## src/rtl/tri_timer_regs_pkg.sv

```systemverilog
package tri_timer_regs_pkg;
    localparam int NCH      = 3;
    localparam int CH_W     = $clog2(NCH);
    localparam int ADDR_W   = 12;
    localparam int DATA_W   = 32;
    localparam int NARROW_W = 6;
    localparam int HALF_W   = 16;
    localparam int EVC_W    = 3;
    localparam int NMATCH   = 3;
    localparam int NKIND    = 11;
    localparam int ZERO_BIT = 4;
    localparam logic [NARROW_W-1:0] CTL_RST_VAL = 6'h21;

    typedef enum logic [3:0] {
        K_CLK, K_CTL, K_CNT, K_INTV, K_M1, K_M2, K_M3,
        K_STAT, K_IEN, K_EVC, K_EVV, K_NONE
    } kind_e;

    typedef struct packed {
        logic [NARROW_W-1:0]           clk;
        logic [NARROW_W-1:0]           ctl;
        logic [HALF_W-1:0]             intv;
        logic [NMATCH-1:0][HALF_W-1:0] match;
        logic [NARROW_W-1:0]           ien;
        logic [EVC_W-1:0]              evc;
    } chan_cfg_t;

    typedef struct packed {
        kind_e           kind;
        logic [CH_W-1:0] ch;
    } dec_t;

    function automatic dec_t decode(logic [ADDR_W-1:0] addr);
        dec_t d;
        int   w;
        w = int'(addr[ADDR_W-1:2]);
        if (w < NCH * NKIND) begin
            d.kind = kind_e'(4'(w / NCH));
            d.ch   = CH_W'(w % NCH);
        end else begin
            d.kind = K_NONE;
            d.ch   = '0;
        end
        return d;
    endfunction
endpackage

```

## src/rtl/tmr_addr_decode.sv

```systemverilog
module tmr_addr_decode
    import tri_timer_regs_pkg::*;
(
    input  logic [ADDR_W-1:0] addr_i,
    output dec_t              dec_o
);
    always_comb dec_o = decode(addr_i);
endmodule

```

## src/rtl/tmr_chan_regs.sv

```systemverilog
module tmr_chan_regs
    import tri_timer_regs_pkg::*;
(
    input  logic                clk,
    input  logic                rst,
    input  logic                wr_i,
    input  logic                rd_i,
    input  kind_e               kind_i,
    input  logic [DATA_W-1:0]   wdata_i,
    input  logic [NARROW_W-1:0] set_i,
    output chan_cfg_t           cfg_o,
    output logic [NARROW_W-1:0] status_o,
    output logic                irq_o,
    output logic                zero_o
);
    localparam logic [NARROW_W-1:0] KEEP_CTL = ~(NARROW_W'(1) << ZERO_BIT);

    chan_cfg_t           cfg_q;
    logic [NARROW_W-1:0] stat_q;
    logic                zero_q;
    logic                rd_clr;

    assign rd_clr = rd_i && (kind_i == K_STAT);

    always_ff @(posedge clk) begin
        if (rst) begin
            cfg_q     <= '0;
            cfg_q.ctl <= CTL_RST_VAL;
            stat_q    <= '0;
            zero_q    <= 1'b0;
        end else begin
            zero_q <= 1'b0;
            stat_q <= (stat_q & ~{NARROW_W{rd_clr}}) | set_i;
            if (wr_i) begin
                case (kind_i)
                    K_CLK:  cfg_q.clk      <= wdata_i[NARROW_W-1:0];
                    K_CTL: begin
                        cfg_q.ctl <= wdata_i[NARROW_W-1:0] & KEEP_CTL;
                        zero_q    <= wdata_i[ZERO_BIT];
                    end
                    K_INTV: cfg_q.intv     <= wdata_i[HALF_W-1:0];
                    K_M1:   cfg_q.match[0] <= wdata_i[HALF_W-1:0];
                    K_M2:   cfg_q.match[1] <= wdata_i[HALF_W-1:0];
                    K_M3:   cfg_q.match[2] <= wdata_i[HALF_W-1:0];
                    K_IEN:  cfg_q.ien      <= wdata_i[NARROW_W-1:0];
                    K_EVC:  cfg_q.evc      <= wdata_i[EVC_W-1:0];
                    default: ;
                endcase
            end
        end
    end

    assign cfg_o    = cfg_q;
    assign status_o = stat_q;
    assign zero_o   = zero_q;
    assign irq_o    = |(stat_q & cfg_q.ien);
endmodule

```

## src/rtl/tmr_read_mux.sv

```systemverilog
module tmr_read_mux
    import tri_timer_regs_pkg::*;
(
    input  dec_t                          dec_i,
    input  chan_cfg_t                     cfg_i    [NCH],
    input  logic [NCH-1:0][NARROW_W-1:0]  status_i,
    input  logic [NCH-1:0][HALF_W-1:0]    cnt_i,
    input  logic [NCH-1:0][HALF_W-1:0]    evv_i,
    output logic [DATA_W-1:0]             data_o
);
    int        idx;
    chan_cfg_t c;

    always_comb begin
        idx    = (int'(dec_i.ch) < NCH) ? int'(dec_i.ch) : 0;
        c      = cfg_i[idx];
        data_o = '0;
        case (dec_i.kind)
            K_CLK:  data_o = DATA_W'(c.clk);
            K_CTL:  data_o = DATA_W'(c.ctl);
            K_CNT:  data_o = DATA_W'(cnt_i[idx]);
            K_INTV: data_o = DATA_W'(c.intv);
            K_M1:   data_o = DATA_W'(c.match[0]);
            K_M2:   data_o = DATA_W'(c.match[1]);
            K_M3:   data_o = DATA_W'(c.match[2]);
            K_STAT: data_o = DATA_W'(status_i[idx]);
            K_IEN:  data_o = DATA_W'(c.ien);
            K_EVC:  data_o = DATA_W'(c.evc);
            K_EVV:  data_o = DATA_W'(evv_i[idx]);
            default: data_o = '0;
        endcase
    end
endmodule

```

## src/rtl/tri_timer_regs.sv

```systemverilog
module tri_timer_regs
    import tri_timer_regs_pkg::*;
(
    input  logic                                       clk,
    input  logic                                       rst,
    input  logic [ADDR_W-1:0]                          bus_addr,
    input  logic [DATA_W-1:0]                          bus_wdata,
    input  logic                                       bus_we,
    input  logic                                       bus_re,
    output logic [DATA_W-1:0]                          bus_rdata,
    input  logic [NCH-1:0][HALF_W-1:0]                 cnt_value_i,
    input  logic [NCH-1:0][HALF_W-1:0]                 evt_value_i,
    input  logic [NCH-1:0][NARROW_W-1:0]               status_set_i,
    output logic [NCH-1:0][NARROW_W-1:0]               clk_cfg_o,
    output logic [NCH-1:0][NARROW_W-1:0]               ctl_cfg_o,
    output logic [NCH-1:0][HALF_W-1:0]                 interval_o,
    output logic [NCH-1:0][NMATCH-1:0][HALF_W-1:0]     match_o,
    output logic [NCH-1:0][EVC_W-1:0]                  evt_cfg_o,
    output logic [NCH-1:0]                             cnt_zero_o,
    output logic [NCH-1:0]                             irq_o
);
    dec_t                          dec;
    chan_cfg_t                     cfg    [NCH];
    logic [NCH-1:0][NARROW_W-1:0]  status;
    logic [DATA_W-1:0]             mux_data;
    logic [DATA_W-1:0]             rdata_q;

    tmr_addr_decode u_dec (
        .addr_i (bus_addr),
        .dec_o  (dec)
    );

    for (genvar c = 0; c < NCH; c++) begin : g_chan
        logic hit;
        assign hit = (dec.kind != K_NONE) && (int'(dec.ch) == c);

        tmr_chan_regs u_chan (
            .clk      (clk),
            .rst      (rst),
            .wr_i     (bus_we && hit),
            .rd_i     (bus_re && hit),
            .kind_i   (dec.kind),
            .wdata_i  (bus_wdata),
            .set_i    (status_set_i[c]),
            .cfg_o    (cfg[c]),
            .status_o (status[c]),
            .irq_o    (irq_o[c]),
            .zero_o   (cnt_zero_o[c])
        );

        assign clk_cfg_o[c]  = cfg[c].clk;
        assign ctl_cfg_o[c]  = cfg[c].ctl;
        assign interval_o[c] = cfg[c].intv;
        assign match_o[c]    = cfg[c].match;
        assign evt_cfg_o[c]  = cfg[c].evc;
    end

    tmr_read_mux u_rmux (
        .dec_i    (dec),
        .cfg_i    (cfg),
        .status_i (status),
        .cnt_i    (cnt_value_i),
        .evv_i    (evt_value_i),
        .data_o   (mux_data)
    );

    always_ff @(posedge clk) begin
        if (rst) rdata_q <= '0;
        else     rdata_q <= bus_re ? mux_data : '0;
    end

    assign bus_rdata = rdata_q;
endmodule

```

## config.mk

```make
export PLATFORM = sky130hd
export DESIGN_NAME = tri_timer_regs
export DESIGN_NICKNAME = d
export VERILOG_FILES = /design/src/rtl/tri_timer_regs_pkg.sv /design/src/rtl/tmr_addr_decode.sv /design/src/rtl/tmr_chan_regs.sv /design/src/rtl/tmr_read_mux.sv /design/src/rtl/tri_timer_regs.sv
export SDC_FILE = /design/constraint.sdc
export NUM_CORES = 1
export LEC_CHECK = 0
export ABC_AREA = 1
export BUFFER_PORTS_ARGS = -buffer_cell sky130_fd_sc_hd__buf_2
export CORE_MARGIN = 3
export CORE_UTILIZATION = 31
export CTS_CLUSTER_DIAMETER = 60
export DETAILED_ROUTE_END_ITERATION = 10
export HOLD_SLACK_MARGIN = 0.06
export PLACE_DENSITY = 0.62
export SLEW_MARGIN = 25
export SYNTH_ARGS = -nofsm -noshare
export SYNTH_HDL_FRONTEND = slang
export SYNTH_HIERARCHICAL = 1
export SYNTH_SLANG_ARGS = --single-unit
```

## constraint.sdc

```tcl
create_clock -name clk -period 7.23 [get_ports clk]
set_input_delay 0.723 -clock clk [delete_from_list [all_inputs] [get_ports clk]]
set_output_delay 0.723 -clock clk [all_outputs]
set_load 0.02 [all_outputs]
```

# Yosys cells after proc, flatten, opt, wreduce, memory -nomap -nowiden
# Cells that the tools add are included.
# W data, S select, Z words.
[op_classes] n_addsub=0 multipliers=0 n_div=2 order_cmp=4 n_eq_ne=13 shifts=0 muxes=16 bitwise=17 reduce_logical=45
[ops] cell="$pmux W16 S11" n=1
[ops] cell="$bmux W85 S2" n=1
[ops] cell="$mux W85" n=2
[ops] cell="$bmux W16 S2" n=2
[ops] cell="$mux W16" n=4
[ops] cell="$reduce_and A2 Y1" n=24
[ops] cell="$and A6 B6 Y6" n=6
[ops] cell="$div A11 B3 Y32 const B" n=1
[ops] cell="$ge A32 B3 Y1 const B" n=1
[ops] cell="$lt A32 B4 Y1 const B" n=1
[ops] cell="$mod A11 B3 Y32 const B" n=1
[ops] cell="$not A32 Y32" n=1
[ops] cell="$mux W6" n=3
[ops] cell="$not A6 Y6" n=3
[ops] cell="$or A6 B6 Y6" n=3
[ops] cell="$reduce_or A6 Y1" n=3
[ops] cell="$eq A4 B3 Y1 const B" n=4
[ops] cell="$bmux W6 S2" n=1
[ops] cell="$eq A4 B4 Y1 const B" n=3
[ops] cell="$logic_and A1 B1 Y1" n=12
[ops] cell="$lt A10 B6 Y1 const B" n=1
[ops] cell="$eq A4 B2 Y1 const B" n=2
[ops] cell="$reduce_or A2 Y1" n=4
[ops] cell="$eq A2 B2 Y1 const B" n=2
[ops] cell="8 further kinds" n=11
[word_totals] reg_bits=305 latchBits=0 ramBits=0 rom_bits=0 input_bits=162 out_inout_bits=275 wordCells=128 n_memories=0

# Longest topological paths before layout
# Gate-level depths: netlist of run 1.
[logic_depth] word_depth=9 depth_mapped=63

# Modules after synthesis
# Netlist of run 1, hierarchy kept.
[modules_own_cells] mod="tmr_chan_regs" instances=3 cells_per_inst=531 area_each_um2=3639.7 seq_area_each_um2=1821.7
[modules_own_cells] mod="tmr_read_mux" instances=1 cells_per_inst=948 area_each_um2=4072.7 seq_area_each_um2=0.0
[modules_own_cells] mod="tmr_addr_decode" instances=1 cells_per_inst=212 area_each_um2=1286.2 seq_area_each_um2=0.0
[modules_own_cells] mod="tri_timer_regs" instances=1 cells_per_inst=122 area_each_um2=1041.0 seq_area_each_um2=640.6

# Least setup slack after synthesis of run 1
# OpenSTA, ideal clock, no wires.
[synth_path] path_type="input to register" startpoint="input port bus_addr[10]" endpoint="register g_chan[2].u_chan.cfg_q (netlist bit g_chan[2].u_chan/cfg_o[59])" setup_ns=0.113 arrival_time_ns=6.394 required_ns=7.117 setup_slack_ns=0.723 stages=55 n_path_buf=4 cell_sequence="buf_6 clkbuf_1 ha_1 inv_1 nand2_1 nand2_1 nand3_2 nand2_2 nand2_1 nor2_2 nand2_1 nand2_2 nand3_4 nand2_1 inv_2 nand2_2 nand2_1 clkinv_2 (+19 left out) a21oi_1 o21ai_0 inv_1 nand2_2 nor2_2 nand4_1 nand2_1 inv_1 nand2_1 nand2_1 nor2_1 buf_4 nand3_1 nor2_2 buf_2 nand2_1 nand2_1 nor2_1"
[synth_lines] item="start: declaration" line="tri_timer_regs.sv:6" rtl="input logic [ADDR_W-1:0] bus_addr,"
[synth_lines] item="end: declaration" line="tmr_chan_regs.sv:18" rtl="chan_cfg_t cfg_q;"

==> summary.json, run 1 <==
{
  "run_status": {
    "outcome": "complete, no violations"
  },
  "global_route": {
    "grt_pass1_vias": 16800,
    "grt_start_max_net_pins": 85,
    "grt.total_usage_pct": 24.0,
    "grt.overflow.total": 0,
    "antenna_found_initial": 2,
    "grt_first_pass_wirelength_mm": 108
  },
  "floorplan": {
    "die_width_um": 242,
    "core_region_area_um2": 55200,
    "floorplan.die_area_um2": 58700,
    "initial_core_util_pct": 31.4,
    "dieHeight_um": 242,
    "num_io_pins": 437,
    "row_count": 86
  },
  "logic_synthesis": {
    "synthTopCellsByArea": "dfxtp_1 (35%), nand2_1 (19%), nor2_1 (18%)",
    "synth_cells": 2875,
    "avgSynthCellArea_um2": 6.02,
    "ys_seq_elements": 305,
    "ys.flop_type": "dfxtp_1",
    "edff_count_synth": 0,
    "yosys.area.top_type": "dfxtp_1",
    "yosysTopAreaCellShare_pct": 35.3,
    "yosys_warnings": 6,
    "synth_cell_type_count": 39,
    "ys_top_cells_by_count": "nand2_1 (899), nor2_1 (815), dfxtp_1 (305)",
    "asyncSetResetFlopFracSynth_pct": 0,
    "synth_most_common_cell": "nand2_1",
    "synthesis.area_um2": 17300,
    "synth-seq-area-share_pct": 35.3
  },
  "clock_tree": {
    "clock_pin_slew_reported_for_the_worst_setup_and_hold_paths_after_clock_tree_synthesis_ps": 60,
    "h_tree_levels": 2,
    "clock_insertion_delay_worst_skew_ps": 560,
    "clock-root-buffer": "clkbuf_16",
    "cts.sinks": 305,
    "tritoncts_buffers": 37,
    "tritoncts": "yes",
    "cts-root-to-sink-buffers": 3
  },
  "power_and_ir_drop": {
    "power_density_over_cell_area_nw_per_um2": 193,
    "internal-power_uw": 2980,
    "power.ir.vdd_worst_v": 0.000161,
    "clock_power_share_pct": 46.9,
    "power.sequential.fraction_pct": 41.4,
    "power.share.switching_pct": 27.4,
    "psw_uw": 1120,
    "combinationalPowerShare_pct": 11.7,
    "total_leakage_power_uw": 0.0111
  },
  "timing": {
    "relSlewSlack_pct": 35.0,
    "fin_crit_ps": 6500,
    "grt_setup_unrepaired": "no",
    "finalHoldViolations": 0,
    "timing.final.max_slew_violations": 0,
    "worst_clock_skew_ps": 30.3,
    "setup_total_negative_slack_ps": 0,
    "worst-slew-pin-transition_ps": 976,
    "max_freq_ghz": 0.154,
    "min_period_over_period_pct": 89.9,
    "setup_violation_total_in_the_final_timing_report": 0
  },
  "final_layout": {
    "register_area_um2": 6110,
    "layout_overhead_on_the_synthesized_area_pct": 22.7,
    "antenna-diode-count": 0,
    "finish.net_count": 3389,
    "drive_gt1_share_pct": 20.2,
    "n_fill_cell": 6040,
    "multiInputGateArea_um2": 9520,
    "layoutNonFillerInstCount": 4001
  },
  "detailed_routing": {
    "remaining_drc_errors": 0,
    "dr_total_vias": 19000,
    "route.antenna.remaining_nets": 0,
    "viasPerCell": 4.74,
    "drt_pre_antenna_iters": 6,
    "finalWirelength_mm": 73.6,
    "drt-wirelength-per-cell_um": 18.4,
    "drtIter0Drc": 1914
  },
  "job": {
    "max-cap-violations": 0
  },
  "critical_path": {
    "setup.worst_path.class": "in -> reg",
    "delay_of_the_slowest_critical_path_stage_ps": 660,
    "crit_slowest_cell": "buf_4",
    "critical_path_peak_fanout": 61,
    "worst_ep_arrival_time_ps": 6970,
    "startpoint_type": "primary input",
    "crit_path_frequent_cell": "nand2_1",
    "crit_path_end_kind": "register",
    "critPathRequiredTime_ps": 7710
  },
  "place": {
    "placement.io_buffers": 415,
    "detailed_place_hpwl_mm": 56.8,
    "placed_cells_incl_taps": 3931,
    "gp_congestion": 0.935
  },
  "min_path": {
    "holdCritPathClass": "in -> reg"
  }
}
power by group through the flow:
stage / Sequential [uW] / Clock (uW) / Combinational (uW)
final: 1700 / 1920 / 480
after floorplan: 1740 / 0 / 341
after global placement: 1740 / 0 / 471
after global routing: 1700 / 2030 / 533
after detailed placement: 1740 / 0 / 474
after CTS: 1700 / 1960 / 476
final timing paths:
kind              slack (ps)                            to                       start  depth (start not counted)
setup / recovery         730                  bus_rdata[1]                bus_addr[10]                         50
hold / removal           420  g_chan[1].u_chan/status_o[2]             status_set_i[8]                          3
setup reg to reg        5890                  bus_rdata[0]  g_chan[0].u_chan/cfg_o[57]                          8
hold reg to reg          490    g_chan[1].u_chan/cfg_o[73]  g_chan[1].u_chan/cfg_o[73]                          2
cells in the final DEF (no fill, tap or decap), drive strengths merged, types with 4 or more instances in the layout:
| master | instances |
|---|---|
| nand2 | 916 |
| nor2 | 867 |
| buf | 468 |
| dfxtp | 305 |
| nand3 | 258 |
| inv | 195 |
| nand4 | 87 |
| clkbuf | 49 |
| a21oi | 27 |
| o21ai | 24 |
| conb | 19 |
| clkinv | 14 |
| nor3 | 4 |
| o211ai | 4 |
per-layer routing:
| metal | share of wire, % | global-route usage, % | wire length, um |
|---|---|---|---|
| met3 | 10 | 6.52 | 7650 |
| met1 | 45 | 33.9 | 33100 |
| met4 | 2.7 | 6.14 | 1970 |
| met5 | 0.018 | 0 | 13 |
| met2 | 42 | 35.8 | 30900 |
flip-flops by register name (all words and copies together) (netlist names):
name and flops:
g_chan.u_chan/zero_o 3, g_chan.u_chan/status_o 18, bus_rdata 32, g_chan.u_chan/cfg_o 252
through the flow:
stage	power [uW]	cell area (um2)	setup WS, ps	util, %	hold WS (ps)
after floorplan	2080	17400	723	-	462
after global placement	2210	20000	122	36.1	480
after detailed placement	2210	20000	42.7	36.1	486
after CTS	4130	21200	608	38.4	385
after global routing	4260	21300	11.0	38.5	417
final	4100	21300	733	38.5	417
cell type report:
| type | instances | area share (%) |
|---|---|---|
| Timing Repair Buffer | 468 | 12.6 |
| Inverter | 194 | 3.51 |
| Clock buffer | 49 | 5.05 |
| Sequential cell | 305 | 28.7 |
| Tap cell | 748 | 4.40 |
| Multi-Input combinational cell | 2218 | 44.8 |
| Clock inverter | 19 | 0.913 |
critical path, delay by kind of cell:
| kind | cells | cell delay, ps |
|---|---|---|
| and+or+nand+nor | 36 | 4220 |
| buffers and inverters | 9 | 1290 |
| adders and majority gates | 3 | 550 |
| AOI/OAI and AO/OA | 2 | 200 |
logic make-up (layout without fill, tap and decap cells):
group	count (synthesis)	after routing	synth area share, %
compound gates	57	57	1.80
simple gates	2135	2135	52.0
fa+ha+maj	3	3	0.217
flops	305	305	35.3
other cells	4	19	0.0867
buf+inv	367	730	10.4
xor+xnor	4	4	0.202
what timing repair did:
item,4_1_cts,5_1_grt
buffers inserted,0,2
hold buffers,0,0
setup endpoints to repair,0,116
resized for setup,0,3
Note: power is estimated with default switching activity, not from simulation.
==> run 2, diff against run 1 <==
Settings changed: PLACE_DENSITY 0.62 to 0.64.
Clock period 7.23 ns to 5.6 ns, I/O delays scaled along.
==> run 2 against run 1 <==
The flow now finishes with violations (negative setup slack). Global-route usage grew 2.4 points. Setup slack lost 890 ps. First-iteration DRC count shrank 3.8%. Final area grew 15%. Register-to-register slack lost 1600 ps. Clock skew shrank 7.9 ps. Clock-buffer cell count grew 1. Worst hold slack lost 180 ps. Largest power group unchanged. Highest routed layer is now met4.
==> summary.json, run 2 (synthesized netlist as in run 1, its figures left out) <==
{
  "run_status": {
    "outcome": "finished with violations",
    "failed_checks": "negative setup slack"
  },
  "floorplan": {
    "floorplan.die_area_um2": 58700,
    "dieHeight_um": 242,
    "die_width_um": 242,
    "initial_core_util_pct": 31.4,
    "core_region_area_um2": 55200,
    "row_count": 86,
    "num_io_pins": 437
  },
  "timing": {
    "timing.final.max_slew_violations": 0,
    "worst-slew-pin-transition_ps": 1070,
    "relSlewSlack_pct": 28.9,
    "grt_setup_unrepaired": "yes",
    "max_freq_ghz": 0.174,
    "min_period_over_period_pct": 103,
    "fin_crit_ps": 5750,
    "setup_violation_total_in_the_final_timing_report": 96,
    "setup_total_negative_slack_ps": -5860,
    "finalHoldViolations": 0,
    "worst_clock_skew_ps": 22.3,
    "setup_slack_ps": -152,
    "whs_ps": 234
  },
  "clock_tree": {
    "tritoncts": "yes",
    "h_tree_levels": 2,
    "cts-root-to-sink-buffers": 3,
    "cts.sinks": 305,
    "tritoncts_buffers": 36,
    "clock_insertion_delay_worst_skew_ps": 570,
    "clock-root-buffer": "clkbuf_16",
    "clock_pin_slew_reported_for_the_worst_setup_and_hold_paths_after_clock_tree_synthesis_ps": 60
  },
  "place": {
    "dpl_worst_slack_ps": -718,
    "placement.cell_area_um2": 21300,
    "gp_congestion": 0.947,
    "placement.io_buffers": 415,
    "placed_cells_incl_taps": 4052,
    "detailed_place_hpwl_mm": 61.0
  },
  "detailed_routing": {
    "route.antenna.remaining_nets": 0,
    "drt_pre_antenna_iters": 5,
    "finalWirelength_mm": 83.4,
    "drt-wirelength-per-cell_um": 19.9,
    "remaining_drc_errors": 0,
    "drtIter0Drc": 1841,
    "viasPerCell": 4.88,
    "dr_total_vias": 20400
  },
  "global_route": {
    "antenna_found_initial": 0,
    "grt_start_max_net_pins": 85,
    "grt_pass1_vias": 18000,
    "grt.total_usage_pct": 26.3,
    "grt.overflow.total": 0,
    "grt_first_pass_wirelength_mm": 118
  },
  "final_layout": {
    "antenna-diode-count": 0,
    "largest_reg_flops": 252,
    "drive_gt1_share_pct": 29.5,
    "post-route-cell-area_um2": 24400,
    "layout_common_cells": "nand2_1 (836), nor2_1 (766), buf_2 (413)",
    "finish.net_count": 3577,
    "register_area_um2": 6110,
    "n_fill_cell": 5784,
    "layoutNonFillerInstCount": 4185,
    "layout_overhead_on_the_synthesized_area_pct": 40.8,
    "layout_commonest_cell": "nand2_1",
    "multiInputGateArea_um2": 10400
  },
  "power_and_ir_drop": {
    "power.ir.vdd_worst_v": 0.000174,
    "power_density_over_cell_area_nw_per_um2": 223,
    "total_leakage_power_uw": 0.0127
  },
  "critical_path": {
    "critical_path_peak_fanout": 8,
    "worst_ep_arrival_time_ps": 6250,
    "critPathRequiredTime_ps": 6100,
    "setup.worst_path.class": "in -> reg",
    "crit_slowest_cell": "ha_4",
    "rrSetupSlack_ps": 4300,
    "crit_path_frequent_cell": "nand2_2",
    "startpoint_type": "primary input",
    "delay_of_the_slowest_critical_path_stage_ps": 220,
    "crit_path_end_kind": "register"
  },
  "job": {
    "max-cap-violations": 0
  },
  "min_path": {
    "holdCritPathClass": "in -> reg"
  }
}
run 2: cell types whose count changed in the layout (fill, tap and decap cells not counted), moves of 13 or more:
cell / previous run / this run
buf_4: 37 / 147
nand2_1: 898 / 836
nand2_2: 14 / 67
nand3_1: 239 / 188
nand3_2: 13 / 59
nor2_1: 811 / 766
buf_12: 16 / 48
nor2_4: 12 / 44
buf_6: 0 / 23
nor2_2: 42 / 55
run 2: final cells by class:
| cell class | instances | area share [%] |
|---|---|---|
| sequential | 305 | 25.0 |
| tap | 748 | 3.84 |
| timing repair buffer | 655 | 20.4 |
| multi-input combinational | 2220 | 42.8 |
| inverter | 194 | 3.17 |
| clock buffer | 50 | 4.20 |
| clock inverter | 13 | 0.590 |
run 2: per-layer routing:
layer / global-route usage (%) / vias to the layer above / part of all wire, %
met5: 0 / - / 0
met4: 8.19 / 0 / 4.1
met3: 7.81 / 174 / 11
met2: 42.0 / 974 / 44
met1: 34.1 / 9348 / 41
li1: - / 9937 / -
run 2: report_power, final:
group          switching (uW)  internal, uW  leakage, uW
Combinational             505           344      0.00971
Sequential               16.6          2180      0.00246
Clock                    1000          1380     0.000574
run 2: worst max-delay path: cells and delay by family:
kind / cells / cell delay (ps)
compound gates: 3 / 300
fa+ha+maj: 3 / 510
buf+inv: 13 / 1180
simple gates: 39 / 3650
run 2: per-stage QoR:
| stage | utilization [%] | power, uW |
|---|---|---|
| after global routing | 44.2 | 5610 |
| after global placement | 38.6 | 2970 |
| after floorplan | - | 2710 |
| after CTS | 41.9 | 5370 |
| final | 44.2 | 5430 |
| after detailed placement | 38.6 | 2970 |
run 2: what timing repair did:
| item | in CTS | in global routing |
|---|---|---|
| pin swaps | 24 | 54 |
| setup endpoints to repair | 194 | 289 |
| hold buffers | 0 | 0 |
| cloned | 7 | 15 |
| gates resized for setup | 59 | 211 |
| setup buffers | 22 | 29 |
run 2: final timing paths:
check	from	endpoint	cells after the start
min	status_set_i[1]	g_chan[0].u_chan/status_o[1]	3
max	bus_addr[10]	g_chan[2].u_chan/cfg_o[25]	58
min reg2reg	g_chan[1].u_chan/cfg_o[41]	g_chan[1].u_chan/cfg_o[41]	2
max reg2reg	g_chan[2].u_chan/cfg_o[29]	bus_rdata[4]	9
